===== config.mk =====
export PLATFORM = sky130hd
export DESIGN_NAME = pwm3_carrier_guard
export DESIGN_NICKNAME = d
export VERILOG_FILES = /design/src/rtl/pwm3_pkg.sv /design/src/rtl/pwm3_regs.sv /design/src/rtl/pwm3_carrier.sv /design/src/rtl/pwm3_phase.sv /design/src/rtl/pwm3_guard.sv /design/src/rtl/pwm3_carrier_guard.sv
export SDC_FILE = /design/constraint.sdc
export NUM_CORES = 1
export LEC_CHECK = 0
export ABC_CLOCK_PERIOD_IN_PS = 8960
export BUFFER_PORTS_ARGS = -buffer_cell sky130_fd_sc_hd__buf_4
export CORE_MARGIN = 2
export CORE_UTILIZATION = 30
export DETAILED_ROUTE_END_ITERATION = 16
export GPL_ROUTABILITY_DRIVEN = 0
export PLACE_DENSITY = 0.55
export SYNTH_ARGS = -nofsm -noshare
export SYNTH_HDL_FRONTEND = slang
export SYNTH_SLANG_ARGS = --single-unit

===== constraint.sdc =====
create_clock -name clk_i -period 8.96 [get_ports clk_i]
set_input_delay 0 -clock clk_i [delete_from_list [all_inputs] [get_ports clk_i]]
set_output_delay 0 -clock clk_i [all_outputs]
set_load 0.01 [all_outputs]

===== src/rtl/pwm3_pkg.sv =====
package pwm3_pkg;
  typedef enum logic [1:0] {
    CAR_UP   = 2'd0,
    CAR_DOWN = 2'd1,
    CAR_UPDN = 2'd2
  } car_mode_e;

  localparam int unsigned ADDR_W = 3;
  localparam logic [ADDR_W-1:0] A_PERIOD = 3'd3;
  localparam logic [ADDR_W-1:0] A_PRESC  = 3'd4;
  localparam logic [ADDR_W-1:0] A_DEAD   = 3'd5;
  localparam logic [ADDR_W-1:0] A_MODE   = 3'd6;
endpackage


===== src/rtl/pwm3_regs.sv =====
module pwm3_regs
  import pwm3_pkg::*;
#(
  parameter int unsigned CNT_W  = 12,
  parameter int unsigned PSC_W  = 8,
  parameter int unsigned DT_W   = 6,
  parameter int unsigned DATA_W = 16,
  parameter int unsigned NPH    = 3
) (
  input  logic                    clk_i,
  input  logic                    rst_i,
  input  logic                    wr_en_i,
  input  logic [ADDR_W-1:0]       wr_addr_i,
  input  logic [DATA_W-1:0]       wr_data_i,
  input  logic                    load_i,
  output logic [NPH*CNT_W-1:0]    duty_act_o,
  output logic [CNT_W-1:0]        per_act_o,
  output logic [CNT_W-1:0]        per_pend_o,
  output logic [PSC_W-1:0]        psc_o,
  output logic [DT_W-1:0]         dt_o,
  output logic [1:0]              mode_o
);
  logic [CNT_W-1:0] per_pend_q, per_act_q;
  logic [PSC_W-1:0] psc_q;
  logic [DT_W-1:0]  dt_q;
  logic [1:0]       mode_q;

  // Live settings and the pending period
  always_ff @(posedge clk_i) begin
    if (rst_i) begin
      per_pend_q <= '0;
      per_act_q  <= '0;
      psc_q      <= '0;
      dt_q       <= '0;
      mode_q     <= CAR_UP;
    end else begin
      if (wr_en_i && wr_addr_i == A_PERIOD) per_pend_q <= wr_data_i[CNT_W-1:0];
      if (wr_en_i && wr_addr_i == A_PRESC)  psc_q      <= wr_data_i[PSC_W-1:0];
      if (wr_en_i && wr_addr_i == A_DEAD)   dt_q       <= wr_data_i[DT_W-1:0];
      if (wr_en_i && wr_addr_i == A_MODE)   mode_q     <= wr_data_i[1:0];
      if (load_i) per_act_q <= per_pend_q;
    end
  end

  // Per-phase duty shadow pair
  for (genvar p = 0; p < NPH; p++) begin : g_duty
    logic [CNT_W-1:0] pend_q, act_q;
    always_ff @(posedge clk_i) begin
      if (rst_i) begin
        pend_q <= '0;
        act_q  <= '0;
      end else begin
        if (wr_en_i && wr_addr_i == ADDR_W'(p)) pend_q <= wr_data_i[CNT_W-1:0];
        if (load_i) act_q <= pend_q;
      end
    end
    assign duty_act_o[p*CNT_W +: CNT_W] = act_q;
  end

  assign per_act_o  = per_act_q;
  assign per_pend_o = per_pend_q;
  assign psc_o      = psc_q;
  assign dt_o       = dt_q;
  assign mode_o     = mode_q;
endmodule


===== src/rtl/pwm3_carrier.sv =====
module pwm3_carrier
  import pwm3_pkg::*;
#(
  parameter int unsigned CNT_W = 12,
  parameter int unsigned PSC_W = 8
) (
  input  logic             clk_i,
  input  logic             rst_i,
  input  logic [PSC_W-1:0] psc_i,
  input  logic [1:0]       mode_i,
  input  logic [CNT_W-1:0] per_act_i,
  input  logic [CNT_W-1:0] per_pend_i,
  output logic [CNT_W-1:0] cnt_o,
  output logic             bnd_o,
  output logic             peak_o,
  output logic             valley_o
);
  localparam logic [CNT_W-1:0] ONE = CNT_W'(1);

  logic [PSC_W-1:0] psc_cnt_q;
  logic [CNT_W-1:0] cnt_q, nxt, per_eff;
  logic             dir_q, dir_n, bnd, tick;
  logic             peak_q, valley_q;

  assign tick = (psc_cnt_q >= psc_i);

  always_comb begin
    nxt   = cnt_q;
    dir_n = dir_q;
    bnd   = 1'b0;
    if (tick) begin
      case (mode_i)
        CAR_DOWN: begin
          dir_n = 1'b1;
          if (cnt_q == '0) begin
            nxt = per_pend_i;
            bnd = 1'b1;
          end else begin
            nxt = cnt_q - ONE;
          end
        end
        CAR_UPDN: begin
          if (per_act_i == '0) begin
            nxt   = '0;
            dir_n = 1'b1;
            bnd   = 1'b1;
          end else if (dir_q) begin
            if (cnt_q >= per_act_i) begin
              nxt   = cnt_q - ONE;
              dir_n = 1'b0;
            end else begin
              nxt = cnt_q + ONE;
              if (nxt == per_act_i) dir_n = 1'b0;
            end
          end else if (cnt_q == '0) begin
            nxt   = '0;
            dir_n = 1'b1;
            bnd   = 1'b1;
          end else begin
            nxt = cnt_q - ONE;
            if (nxt == '0) begin
              dir_n = 1'b1;
              bnd   = 1'b1;
            end
          end
        end
        default: begin
          dir_n = 1'b1;
          if (cnt_q >= per_act_i) begin
            nxt = '0;
            bnd = 1'b1;
          end else begin
            nxt = cnt_q + ONE;
          end
        end
      endcase
    end
  end

  assign per_eff = bnd ? per_pend_i : per_act_i;

  always_ff @(posedge clk_i) begin
    if (rst_i) begin
      psc_cnt_q <= '0;
      cnt_q     <= '0;
      dir_q     <= 1'b1;
      peak_q    <= 1'b0;
      valley_q  <= 1'b0;
    end else begin
      psc_cnt_q <= tick ? '0 : psc_cnt_q + PSC_W'(1);
      cnt_q     <= nxt;
      dir_q     <= dir_n;
      peak_q    <= tick && (nxt == per_eff);
      valley_q  <= tick && (nxt == '0);
    end
  end

  assign cnt_o    = cnt_q;
  assign bnd_o    = bnd;
  assign peak_o   = peak_q;
  assign valley_o = valley_q;
endmodule


===== src/rtl/pwm3_phase.sv =====
module pwm3_phase #(
  parameter int unsigned CNT_W = 12,
  parameter int unsigned DT_W  = 6
) (
  input  logic             clk_i,
  input  logic             rst_i,
  input  logic [CNT_W-1:0] cnt_i,
  input  logic [CNT_W-1:0] duty_i,
  input  logic [DT_W-1:0]  dt_i,
  input  logic             block_i,
  output logic             hs_o,
  output logic             ls_o
);
  logic            raw_q, lvl_q, lvl_n;
  logic [DT_W-1:0] gap_q, gap_n;
  logic            hs_q, ls_q;

  // A change of demand restarts the gap counter
  always_comb begin
    lvl_n = lvl_q;
    gap_n = gap_q;
    if (raw_q != lvl_q) begin
      lvl_n = raw_q;
      gap_n = dt_i;
    end else if (gap_q != '0) begin
      gap_n = gap_q - DT_W'(1);
    end
  end

  always_ff @(posedge clk_i) begin
    if (rst_i) begin
      raw_q <= 1'b0;
      lvl_q <= 1'b0;
      gap_q <= '0;
      hs_q  <= 1'b0;
      ls_q  <= 1'b0;
    end else begin
      raw_q <= (cnt_i < duty_i);
      lvl_q <= lvl_n;
      gap_q <= gap_n;
      hs_q  <= !block_i &&  lvl_n && (gap_n == '0);
      ls_q  <= !block_i && !lvl_n && (gap_n == '0);
    end
  end

  assign hs_o = hs_q;
  assign ls_o = ls_q;
endmodule


===== src/rtl/pwm3_guard.sv =====
module pwm3_guard #(
  parameter int unsigned NPH = 3
) (
  input  logic           clk_i,
  input  logic           rst_i,
  input  logic [NPH-1:0] oc_hi_i,
  input  logic [NPH-1:0] uc_lo_i,
  input  logic [NPH-1:0] short_i,
  input  logic           hall_err_i,
  input  logic           cyc_start_i,
  output logic           block_o,
  output logic           irq_o
);
  logic trip_q, irq_q, any_trip;

  assign any_trip = |(oc_hi_i | uc_lo_i | short_i);

  // A new trip wins over the boundary clear
  always_ff @(posedge clk_i) begin
    if (rst_i) begin
      trip_q <= 1'b0;
      irq_q  <= 1'b0;
    end else begin
      if (any_trip)         trip_q <= 1'b1;
      else if (cyc_start_i) trip_q <= 1'b0;
      irq_q <= |short_i;
    end
  end

  assign block_o = trip_q | any_trip | hall_err_i;
  assign irq_o   = irq_q;
endmodule


===== src/rtl/pwm3_carrier_guard.sv =====
module pwm3_carrier_guard
  import pwm3_pkg::*;
#(
  parameter int unsigned CNT_W  = 12,
  parameter int unsigned PSC_W  = 8,
  parameter int unsigned DT_W   = 6,
  parameter int unsigned DATA_W = 16,
  parameter int unsigned NPH    = 3
) (
  input  logic              clk_i,
  input  logic              rst_i,
  input  logic              wr_en_i,
  input  logic [2:0]        wr_addr_i,
  input  logic [DATA_W-1:0] wr_data_i,
  input  logic [NPH-1:0]    oc_hi_i,
  input  logic [NPH-1:0]    uc_lo_i,
  input  logic [NPH-1:0]    short_i,
  input  logic              hall_err_i,
  output logic [NPH-1:0]    hs_o,
  output logic [NPH-1:0]    ls_o,
  output logic              fault_irq_o,
  output logic              peak_o,
  output logic              valley_o,
  output logic [CNT_W-1:0]  carrier_o
);
  logic [NPH*CNT_W-1:0] duty_act;
  logic [CNT_W-1:0]     per_act, per_pend, cnt;
  logic [PSC_W-1:0]     psc_val;
  logic [DT_W-1:0]      dt_val;
  logic [1:0]           mode_val;
  logic                 bnd, block;

  pwm3_regs #(
    .CNT_W(CNT_W), .PSC_W(PSC_W), .DT_W(DT_W), .DATA_W(DATA_W), .NPH(NPH)
  ) regs_i (
    .clk_i(clk_i), .rst_i(rst_i),
    .wr_en_i(wr_en_i), .wr_addr_i(wr_addr_i), .wr_data_i(wr_data_i),
    .load_i(bnd),
    .duty_act_o(duty_act), .per_act_o(per_act), .per_pend_o(per_pend),
    .psc_o(psc_val), .dt_o(dt_val), .mode_o(mode_val)
  );

  pwm3_carrier #(.CNT_W(CNT_W), .PSC_W(PSC_W)) car_i (
    .clk_i(clk_i), .rst_i(rst_i),
    .psc_i(psc_val), .mode_i(mode_val),
    .per_act_i(per_act), .per_pend_i(per_pend),
    .cnt_o(cnt), .bnd_o(bnd), .peak_o(peak_o), .valley_o(valley_o)
  );

  pwm3_guard #(.NPH(NPH)) guard_i (
    .clk_i(clk_i), .rst_i(rst_i),
    .oc_hi_i(oc_hi_i), .uc_lo_i(uc_lo_i), .short_i(short_i),
    .hall_err_i(hall_err_i), .cyc_start_i(bnd),
    .block_o(block), .irq_o(fault_irq_o)
  );

  for (genvar p = 0; p < NPH; p++) begin : g_phase
    pwm3_phase #(.CNT_W(CNT_W), .DT_W(DT_W)) ph_i (
      .clk_i(clk_i), .rst_i(rst_i),
      .cnt_i(cnt), .duty_i(duty_act[p*CNT_W +: CNT_W]),
      .dt_i(dt_val), .block_i(block),
      .hs_o(hs_o[p]), .ls_o(ls_o[p])
    );
  end

  assign carrier_o = cnt;
endmodule


==> reports/results.ini, run 1 <==
[status]
run_status = completed

[setup_path]
critPathMaxFanout = 15
critPathKind = flop to flop
r2r_cells = 11
rrSetupSlack_ns = 4.35
worstPathRequired_ns = 9.32
critical_path_arrival_ns = 4.97
rr_startpoint = car_i.cnt_o[5]
end_kind = flop
setup.worst_path.start_class = flop
rr_endpoint = car_i.peak_o

[grt]
grt_remaining_overflow = 0
grt_util_met1_pct = 22.7
use_met2_pct = 25.1
grt_antenna_before_repair = 0
grt_max_degree = 61
grt.total_usage_pct = 16.2
grt_util_met3_pct = 2.87
grt_busiest_layer = met2
grt_pass1_wl_mm = 42.1
grt_pass1_vias = 7595

[synthesis]
synthCells = 1194
synthFlopType = dfxtp_1
ys_ff_latch = 167
netlist_area_um2 = 9330
avgSynthCellArea_um2 = 7.82
yosysSeqAreaShare_pct = 35.8
async_reset_ff_share_pct = 0
ys_types = 71
synth_edf_count = 0
syn_nets = 1298
yosys_warnings = 0

[min_path]
hold_start = wr_addr_i[2]
hold_path_end = regs_i.mode_o[1]
worstHoldPathType = input pin to flop
worstHoldPathCells = 4

[clock_network]
post_cts_resized = 0
clk_pin_slew_ns = 0.07
clkSinkCount = 167
cts_setup_buffers = 0
cts_buffer_depth = 2
cts-root-buf = clkbuf_16
h-tree-depth = 4
postCtsHoldBufs = 19
cts_buffers = 17
cts_tree = built
clk-insertion-delay-late_ns = 0.43

[die]
die_area_um2 = 32500
ios = 53
start_util_pct = 30.5
fp-row-count = 64
core_area_um2 = 30600
die_x_um = 180
die_y_um = 180

[finish]
drive_above_1_share_pct = 9.40
mostFrequentLayoutCell = nand2_1
finalNonFillerCells = 1630
fin_area_um2 = 10700
final_cell_mix = nand2_1, dfxtp_1, a21oi_1
area_growth_pct = 15.1
nNetsFinal = 1325
antenna_cells = 0

[sta]
period_share_pct = 51.5
slew_violations = 0
min_period_ns = 4.61
tightest_slew_ns = 0.980
fin_skew_ns = 0.0140
slew_headroom_pct = 34.5
fmax_mhz = 217
hold_viol_final = 0
fin_tns_setup_ns = 0
finalSetupViolCount = 0
rsz0062_at_grt = false

[drt]
antenna_left = 0
detail_route.wl_per_cell_um = 16.2
drc = 0
routed_via_density = 5.00
drt_iter0_drc = 478
drtPass1Iterations = 5
wl_mm = 26.5
num_vias = 8158

[place]
placed_cell_area_um2 = 9930
dp_cells = 1579
portBuffers = 48
place_hpwl_mm = 18.8

[power]
leakage_nw = 4.04
p_per_area_nw_per_um2 = 225
peakVddDrop_mv = 0.146

[flow_run]
cap_violations = 0

[flip-flops by register name, indices dropped and copies added (netlist names), 2 cells and up]
| signal | cells |
|---|---|
| regs_i.g_duty.act_q | 36 |
| regs_i.g_duty.pend_q | 36 |
| g_phase.ph_i.gap_q | 18 |
| car_i.cnt_o | 12 |
| regs_i.per_act_o | 12 |
| regs_i.per_pend_o | 12 |
| car_i.psc_cnt_q | 8 |
| regs_i.psc_o | 8 |
| regs_i.dt_o | 6 |
| g_phase.ph_i.hs_o | 3 |
| g_phase.ph_i.ls_o | 3 |
| g_phase.ph_i.lvl_q | 3 |
| g_phase.ph_i.raw_q | 3 |
| regs_i.mode_o | 2 |
[how the worst max path moves through the flow]
| stage | startpoint | endpoint | slack [ns] | cells after the start |
|---|---|---|---|---|
| finish | car_i.cnt_o[5] | car_i.peak_o | 4.35 | 11 |
| global route | car_i.cnt_o[5] | car_i.peak_o | 4.16 | 11 |
| CTS | car_i.cnt_o[5] | car_i.peak_o | 4.37 | 11 |
| detailed placement | car_i.cnt_o[5] | car_i.peak_o | 4.38 | 11 |
| global placement | car_i.cnt_o[5] | car_i.peak_o | 4.50 | 11 |
| floorplan | car_i.cnt_o[6] | car_i.peak_o | 5.74 | 11 |
[metal layers]
layer,up-vias,part of all wire (%),wire length [µm]
li1,4127,-,-
met4,0,1.9,504
met3,30,5.4,1440
met1,3766,48,12600
met5,-,0,0
met2,235,45,11900
[metrics by stage]
| stage | hold WS, ns | utilization [%] | worst slack [ns] | total power, mW |
|---|---|---|---|---|
| floorplan | 0.130 | - | 5.74 | 1.45 |
| global placement | 0.227 | 32.4 | 4.50 | 1.65 |
| detailed placement | 0.229 | 32.4 | 4.38 | 1.65 |
| CTS | 0.0173 | 35.1 | 4.37 | 2.44 |
| global route | 0.0672 | 35.1 | 4.16 | 2.57 |
| finish | 0.0397 | 35.1 | 4.35 | 2.42 |
[synth_stat cells (19+ instances only)]
library cell	n	area share (%)
dfxtp_1	167	36
nor2b_1	19	1.3
o21ai_0	29	1.6
nor2_1	103	4.1
clkbuf_1	44	1.8
ha_1	72	9.7
nand2_1	223	9.0
xor2_1	19	1.8
a21oi_1	132	7.1
xnor2_1	38	3.6
nand3_1	28	1.5
inv_1	77	3.1
nor3_1	20	1.1
[where the power goes]
part / total (mW) / internal, mW / switching, mW
clock: 0.774 / 0.434 / 0.340
combinational: 0.795 / 0.293 / 0.502
sequential: 0.851 / 0.793 / 0.0586
[logic make-up (layout without fill, tap and decap cells)]
kind of cell             after synthesis  after routing  synth area share [%]
AND/OR/NAND/NOR                      473            473                  23.2
AO/OA/AOI/OAI                        267            267                  17.9
flip-flops                           167            167                  35.8
buffers and inverters                143            183                  6.46
adder cells (fa/ha/maj)               72             72                  9.65
XOR/XNOR                              57             57                  5.35
multiplexers                          15             15                  1.61
[final cells by class]
| class | instances | area [µm²] |
|---|---|---|
| timing repair buffer | 74 | 603 |
| inverter | 77 | 289 |
| fill | 3240 | 19900 |
| clock inverter | 14 | 181 |
| clock buffer | 18 | 439 |
| tap | 396 | 495 |
| multi-input combinational | 884 | 5390 |
| sequential | 167 | 3340 |
[critical path, cell delays in order, from the launching register on]
cell,delay (ns)
dfxtp_1,0.86
ha_1,0.38
a21o_1,0.18
a221o_1,0.35
a221oi_4,0.36
o21a_1,0.52
o21ai_2,0.17
a2111oi_1,0.92
o211a_1,0.27
o211ai_1,0.10
nor4_1,0.20
and4_1,0.21
Note: power is estimated with default switching activity, not from simulation.
==> run 2, diff against run 1 <==
--- a/config.mk
+++ b/config.mk
@@ -5,7 +5,8 @@
 export SDC_FILE = /design/constraint.sdc
 export NUM_CORES = 1
 export LEC_CHECK = 0
-export ABC_CLOCK_PERIOD_IN_PS = 8960
+export ABC_AREA = 1
+export ABC_CLOCK_PERIOD_IN_PS = 4800
 export BUFFER_PORTS_ARGS = -buffer_cell sky130_fd_sc_hd__buf_4
 export CORE_MARGIN = 2
 export CORE_UTILIZATION = 30
==> constraint.sdc (replaced) <==
create_clock -name clk_i -period 4.8 [get_ports clk_i]
set_input_delay 0 -clock clk_i [delete_from_list [all_inputs] [get_ports clk_i]]
set_output_delay 0 -clock clk_i [all_outputs]
set_load 0.01 [all_outputs]
==> run 2 against run 1 <==
  * Clock skew rose by 0.0018 ns
  * Largest cell class unchanged
  * Non-clock buffer count rose by 4
  * Power rose to 2.5 times the previous value
  * Count of clock-buffer cells in the layout fell by 1
  * Sequential cell count did not move
  * Worst hold slack got worse by 0.031 ns
  * Setup slack got worse by 3.0 ns
  * Register-to-register slack got worse by 3.0 ns
==> reports/results.ini, run 2 <==
[place]
portBuffers = 48  ; unchanged
place_hpwl_mm = 19.8  ; +5.7%

[finish]
nNetsFinal = 1504  ; +14%
fill_cells = 3325  ; +2.6%
regArea_um2 = 3340  ; unchanged
reg.largest.list = regs_i.g_duty.act_q x36, regs_i.g_duty.pend_q x36, g_phase.ph_i.gap_q x18
multi_input_area_um2 = 5140  ; -4.5%
antenna_cells = 0  ; unchanged
area_growth_pct = 15.2
drive_above_1_share_pct = 8.70  ; -0.70 points
final_cell_mix = nor2_1, nand2_1, inv_1
mostFrequentLayoutCell = nor2_1

[sta]
slew_headroom_pct = 37.5  ; +3.0 points
fin_tns_setup_ns = 0  ; unchanged
fmax_mhz = 292  ; +35%
tightest_slew_ns = 0.934  ; -0.0464 ns
slew_violations = 0  ; unchanged
hold_viol_final = 0  ; unchanged
min_period_ns = 3.43  ; -1.18 ns
period_share_pct = 71.4  ; +20 points
rsz0062_at_grt = false
finalSetupViolCount = 0  ; unchanged
fin_skew_ns = 0.0158  ; +0.00177 ns

[die]
fp-row-count = 64  ; unchanged
die_x_um = 181  ; +0.47%
die_y_um = 181  ; +0.47%
start_util_pct = 30.6  ; +0.13 points
die_area_um2 = 32800  ; +0.93%
ios = 53  ; unchanged
core_area_um2 = 30700  ; +0.52%

[clock_network]
post_cts_resized = 0  ; unchanged
cts_buffers = 17  ; unchanged
postCtsHoldBufs = 15  ; -4
cts_setup_buffers = 0  ; unchanged
clkSinkCount = 167  ; unchanged
cts_tree = built
clk-insertion-delay-late_ns = 0.43  ; about the same
cts-root-buf = clkbuf_16
h-tree-depth = 4  ; unchanged
clk_pin_slew_ns = 0.07  ; about the same
cts_buffer_depth = 2  ; unchanged

[setup_path]
setup.worst_path.start_class = flop
rrSetupSlack_ns = 1.37  ; -2.98 ns
worstPathRequired_ns = 5.16  ; -4.16 ns
rr_startpoint = car_i.cnt_o[0]
rr_endpoint = car_i.peak_o
end_kind = flop
critPathKind = flop to flop
critPathMaxFanout = 14  ; -1
critical_path_arrival_ns = 3.79  ; -1.18 ns
r2r_cells = 20  ; +9

[drt]
num_vias = 8708  ; +6.7%
drt_iter0_drc = 580  ; +21%
wl_mm = 27.3  ; +3.2%
drc = 0  ; unchanged
drtPass1Iterations = 5  ; unchanged
detail_route.wl_per_cell_um = 15.1  ; -7.0%
routed_via_density = 4.81  ; -3.8%
antenna_left = 0  ; unchanged

[synthesis]
yosys.area.top_type_share_pct = 35.5  ; -0.34 points
netlist_area_um2 = 9420  ; +0.95%
avgSynthCellArea_um2 = 6.92  ; -11%
synth_common_cells = nor2_1, nand2_1, inv_1
yosys_warnings = 0  ; unchanged
synthCells = 1361  ; +14%
yosys.area.top_type = dfxtp_1
ys_ff_latch = 167  ; unchanged
async_reset_ff_share_pct = 0  ; unchanged
synthFlopType = dfxtp_1
synth_edf_count = 0  ; unchanged
synth.most_common_cell = nor2_1
syn_nets = 1465  ; +13%
ys_types = 38  ; -46%
yosysSeqAreaShare_pct = 35.5  ; -0.34 points
synth_area_leaders = dfxtp_1, ha_1, nor2_1, nand2_1, o21ai_0

[power]
p_per_area_nw_per_um2 = 568  ; +150%
leakage_nw = 4.89  ; +21%
peakVddDrop_mv = 0.299  ; +110%
p_total_mw = 6.17  ; +150%

[grt]
grt_remaining_overflow = 0  ; unchanged
grt_pass1_wl_mm = 43.5  ; +3.2%
grt_pass1_vias = 7935  ; +4.5%
grt.total_usage_pct = 16.9  ; +0.68 points
grt_antenna_before_repair = 0  ; unchanged
grt_max_degree = 71  ; +16%

[min_path]
hold_path_end = guard_i.trip_q
worstHoldPathType = input pin to flop
worstHoldPathCells = 5  ; +1
hold_start = oc_hi_i[2]

[flow_run]
cap_violations = 0  ; unchanged

[status]
run_status = completed

## run 2: cell types whose count changed after synthesis, moves of 12 or more
| cell | delta |
|---|---|
| a21oi_1 | -19 |
| nand2_1 | -16 |
| inv_1 | +94 |
| mux2i_1 | -15 |
| o21ai_0 | +106 |
| nand3_1 | +43 |
| nor2b_1 | -19 |
| a21o_1 | -12 |
| xnor2_1 | -33 |
| nor2_1 | +128 |
## run 2: area by class of cell
cell class              count  share of cell area (%)
well taps                 396                    4.57
repair buffers             78                    5.86
multi-input cells         964                    47.4
inverters                 172                    5.95
clock inverters            15                    1.50
flip-flops and latches    167                    30.8
clock buffers              17                    3.92
## run 2: metal layers
metal  up-vias  share of wire [%]  global-route usage (%)
li1       4498                  -                       -
met1      3963                 49                    23.9
met2       218                 44                    26.3
met3        29                5.0                    2.94
met4         0                2.0                    4.68
met5         -                  0                       0
## run 2: stage by stage
stage | setup WS (ns) | utilization (%) | hold slack (ns) | instances | instance area, µm²
global placement | 1.39 | 32.9 | 0.227 | 1762 | 10100
floorplan | 2.21 | - | 0.0898 | 1361 | 9420
CTS | 1.40 | 35.3 | 0.00974 | 1809 | 10900
finish | 1.37 | 35.3 | 0.00875 | 1809 | 10900
global route | 1.10 | 35.3 | 0.0338 | 1809 | 10900
detailed placement | 1.42 | 32.9 | 0.233 | 1762 | 10100
## run 2: cell families (layout without fill, tap and decap cells)
logic type	after synthesis	count (layout)	synth area share, %
simple gates	584	584	26.6
compound gates	278	278	15.6
buf+inv	230	282	9.92
flops	167	167	35.5
fa+ha+maj	72	72	9.56
xor+xnor	30	30	2.79
## run 2: critical path: stages, from the launching register on
cell	delay, ns
dfxtp_1	0.52
inv_1	0.15
ha_1	0.32
nand2_1	0.05
nand3b_1	0.07
nand2_1	0.05
nand2_1	0.05
nand2_1	0.14
nand2_1	0.47
inv_1	0.27
nand3_1	0.17
nand2_1	0.06
nand2_1	0.05
nand3_1	0.06
a21oi_1	0.42
inv_1	0.08
nand2_1	0.07
nand2_1	0.05
nor2_1	0.09
nand3_1	0.08
nor2_1	0.13
## run 2: worst max path at each step
stage                         from            to  slack [ns]  cells past startpoint
global route        car_i.cnt_o[0]  car_i.peak_o        1.10                     20
CTS                 car_i.cnt_o[0]  car_i.peak_o        1.40                     20
floorplan           car_i.cnt_o[0]  car_i.peak_o        2.21                     21
global placement    car_i.cnt_o[0]  car_i.peak_o        1.39                     20
finish              car_i.cnt_o[0]  car_i.peak_o        1.37                     20
detailed placement  car_i.cnt_o[0]  car_i.peak_o        1.42                     20
## run 2: power breakdown
part,total (mW),internal (mW),switching (mW)
Clock,1.38,0.739,0.639
Combinational,2.98,1.03,1.95
Sequential,1.81,1.68,0.130
Total,6.17,3.45,2.72
==> run 3, diff against run 2 <==
--- a/config.mk
+++ b/config.mk
@@ -6,7 +6,7 @@
 export NUM_CORES = 1
 export LEC_CHECK = 0
 export ABC_AREA = 1
-export ABC_CLOCK_PERIOD_IN_PS = 4800
+export ABC_CLOCK_PERIOD_IN_PS = 3600
 export BUFFER_PORTS_ARGS = -buffer_cell sky130_fd_sc_hd__buf_4
 export CORE_MARGIN = 2
 export CORE_UTILIZATION = 30
==> constraint.sdc (replaced) <==
create_clock -name clk_i -period 3.6 [get_ports clk_i]
set_input_delay 0 -clock clk_i [delete_from_list [all_inputs] [get_ports clk_i]]
set_output_delay 0 -clock clk_i [all_outputs]
set_load 0.01 [all_outputs]
==> run 3 against run 2 <==
  * Setup slack worse by 0.89 ns
  * Combinational power up 37%
  * Count of clock-buffer cells in the layout unchanged
  * Clock power up 36%
  * Critical path type unchanged
  * Largest power group unchanged
  * Highest routed layer unchanged
==> reports/results.ini, run 3 (synthesized netlist as in run 2, its figures left out) <==
[grt]
grt_max_degree = 66  ; -7.0%
grt.total_usage_pct = 17.4  ; +0.53 points
grt_remaining_overflow = 0  ; unchanged
grt_antenna_before_repair = 0  ; unchanged
grt_pass1_wl_mm = 44.8  ; +3.1%
grt_pass1_vias = 8214  ; +3.5%

[power]
peakVddDrop_mv = 0.281  ; -6.0%
p_int_mw = 4.69  ; +36%
comb_power_share_pct = 48.7  ; +0.4 points
leakage_nw = 4.98  ; +1.8%
clkPwrFrac_pct = 22.4  ; about the same
power_switching_mw = 3.68  ; +35%
switching_share_pct = 43.9  ; -0.17 points
p_per_area_nw_per_um2 = 762  ; +34%
p_seq_share_pct = 28.9  ; -0.4 points
p_total_mw = 8.37  ; +36%

[drt]
num_vias = 8818  ; +1.3%
drtPass1Iterations = 5  ; unchanged
drc = 0  ; unchanged
routed_via_density = 4.82  ; +0.21%
antenna_left = 0  ; unchanged
drt_iter0_drc = 576  ; -0.69%
wl_mm = 28.1  ; +2.7%
detail_route.wl_per_cell_um = 15.4  ; +1.7%

[sta]
tightest_slew_ns = 0.863  ; -0.0707 ns
fin_tns_setup_ns = 0  ; unchanged
fin_skew_ns = 0.0180  ; +0.00220 ns
min_period_ns = 3.11  ; -0.313 ns
fmax_mhz = 321  ; +10%
hold_viol_final = 0  ; unchanged
period_share_pct = 86.5  ; +15 points
finalSetupViolCount = 0  ; unchanged
slew_headroom_pct = 42.4  ; +4.9 points
rsz0062_at_grt = false
slew_violations = 0  ; unchanged

[min_path]
worstHoldPathType = input pin to flop
worstHoldPathCells = 5  ; unchanged
hold_start = oc_hi_i[2]
hold_path_end = guard_i.trip_q

[die]
fp-row-count = 64  ; unchanged
core_area_um2 = 30700  ; unchanged
die_x_um = 181  ; unchanged
die_area_um2 = 32800  ; unchanged
start_util_pct = 30.6  ; unchanged
ios = 53  ; unchanged
die_y_um = 181  ; unchanged

[flow_run]
cap_violations = 0  ; unchanged

[finish]
fill_cells = 3296  ; -0.87%
nNetsFinal = 1523  ; +1.3%
drive_above_1_share_pct = 9.92  ; +1.2 points
final_cell_mix = nor2_1, nand2_1, inv_1
area_growth_pct = 16.7
mostFrequentLayoutCell = nor2_1
reg.largest.list = regs_i.g_duty.act_q x36, regs_i.g_duty.pend_q x36, g_phase.ph_i.gap_q x18
antenna_cells = 0  ; unchanged

[setup_path]
rr_endpoint = car_i.valley_o
rrSetupSlack_ns = 0.49  ; -0.89 ns
critical_path_arrival_ns = 3.41  ; -0.38 ns
worstPathRequired_ns = 3.89  ; -1.27 ns
critPathMaxFanout = 6  ; -8
r2r_cells = 14  ; -30%
critPathKind = flop to flop
setup.worst_path.start_class = flop
rr_startpoint = car_i.cnt_o[1]
end_kind = flop

[clock_network]
cts_tree = built
clk-insertion-delay-late_ns = 0.44  ; about the same
post_cts_resized = 0  ; unchanged
clk_pin_slew_ns = 0.07  ; about the same
cts_buffer_depth = 2  ; unchanged
h-tree-depth = 4  ; unchanged
cts_setup_buffers = 0  ; unchanged
cts_buffers = 17  ; unchanged
postCtsHoldBufs = 15  ; unchanged
cts-root-buf = clkbuf_16
clkSinkCount = 167  ; unchanged

[place]
portBuffers = 48  ; unchanged
place_hpwl_mm = 20.7  ; +4.5%

[status]
run_status = completed

[run 3: how the worst max path moves through the flow]
stage                                    from             end
after floorplan                car_i.cnt_o[0]    car_i.peak_o
after global placement         car_i.cnt_o[1]  car_i.valley_o
after detailed placement       car_i.cnt_o[0]  car_i.valley_o
after CTS                 regs_i.per_act_o[7]  car_i.valley_o
after global routing           car_i.cnt_o[0]    car_i.peak_o
final                          car_i.cnt_o[1]  car_i.valley_o
[run 3: power groups by stage]
| stage | clock network (mW) | registers (mW) | logic, mW |
|---|---|---|---|
| global route | 1.98 | 2.46 | 4.69 |
| global placement | 0 | 2.45 | 3.97 |
| detailed placement | 0 | 2.46 | 4.03 |
| CTS | 1.92 | 2.42 | 4.07 |
| finish | 1.88 | 2.42 | 4.08 |
| floorplan | 0 | 2.44 | 3.00 |
[run 3: critical path: stages (launching register included)]
cell,delay [ns]
dfxtp_1,0.55
ha_1,0.31
nand2_1,0.09
nor2_1,0.14
nand2_1,0.12
nor2_1,0.16
xor2_1,0.29
nor2_1,0.13
o21ai_0,0.18
nand2_1,0.09
a21oi_1,0.30
inv_1,0.10
nor2_1,0.13
nand4_1,0.09
nor3_1,0.32
[run 3: area by class of cell]
cell class	instances	area (µm²)	area share, %
Tap cell	396	495	4.51
Multi-Input combinational cell	964	5140	46.8
Clock buffer	17	425	3.87
Inverter	172	646	5.87
Sequential cell	167	3340	30.4
Timing Repair Buffer	97	766	6.97
Clock inverter	15	175	1.59
[run 3: per-layer routing]
metal / track usage, % / vias up / wire, µm
met5: 0 / - / 0
met1: 24.0 / 4013 / 13400
met3: 3.18 / 44 / 1510
met4: 5.95 / 0 / 862
li1: - / 4526 / -
met2: 27.2 / 235 / 12300
[run 3: metrics by stage]
step           setup WS (ns)  utilization (%)  std cells  area [µm²]  hold slack [ns]
6_report               0.486             35.8       1828       11000           0.0158
5_1_grt                0.259             35.8       1828       11000           0.0301
4_1_cts                0.537             35.8       1828       11000         0.000304
3_5_place_dp           0.563             33.3       1781       10200            0.232
3_3_place_gp           0.567             33.3       1781       10200            0.228
2_1_floorplan           1.01                -       1361        9420           0.0898
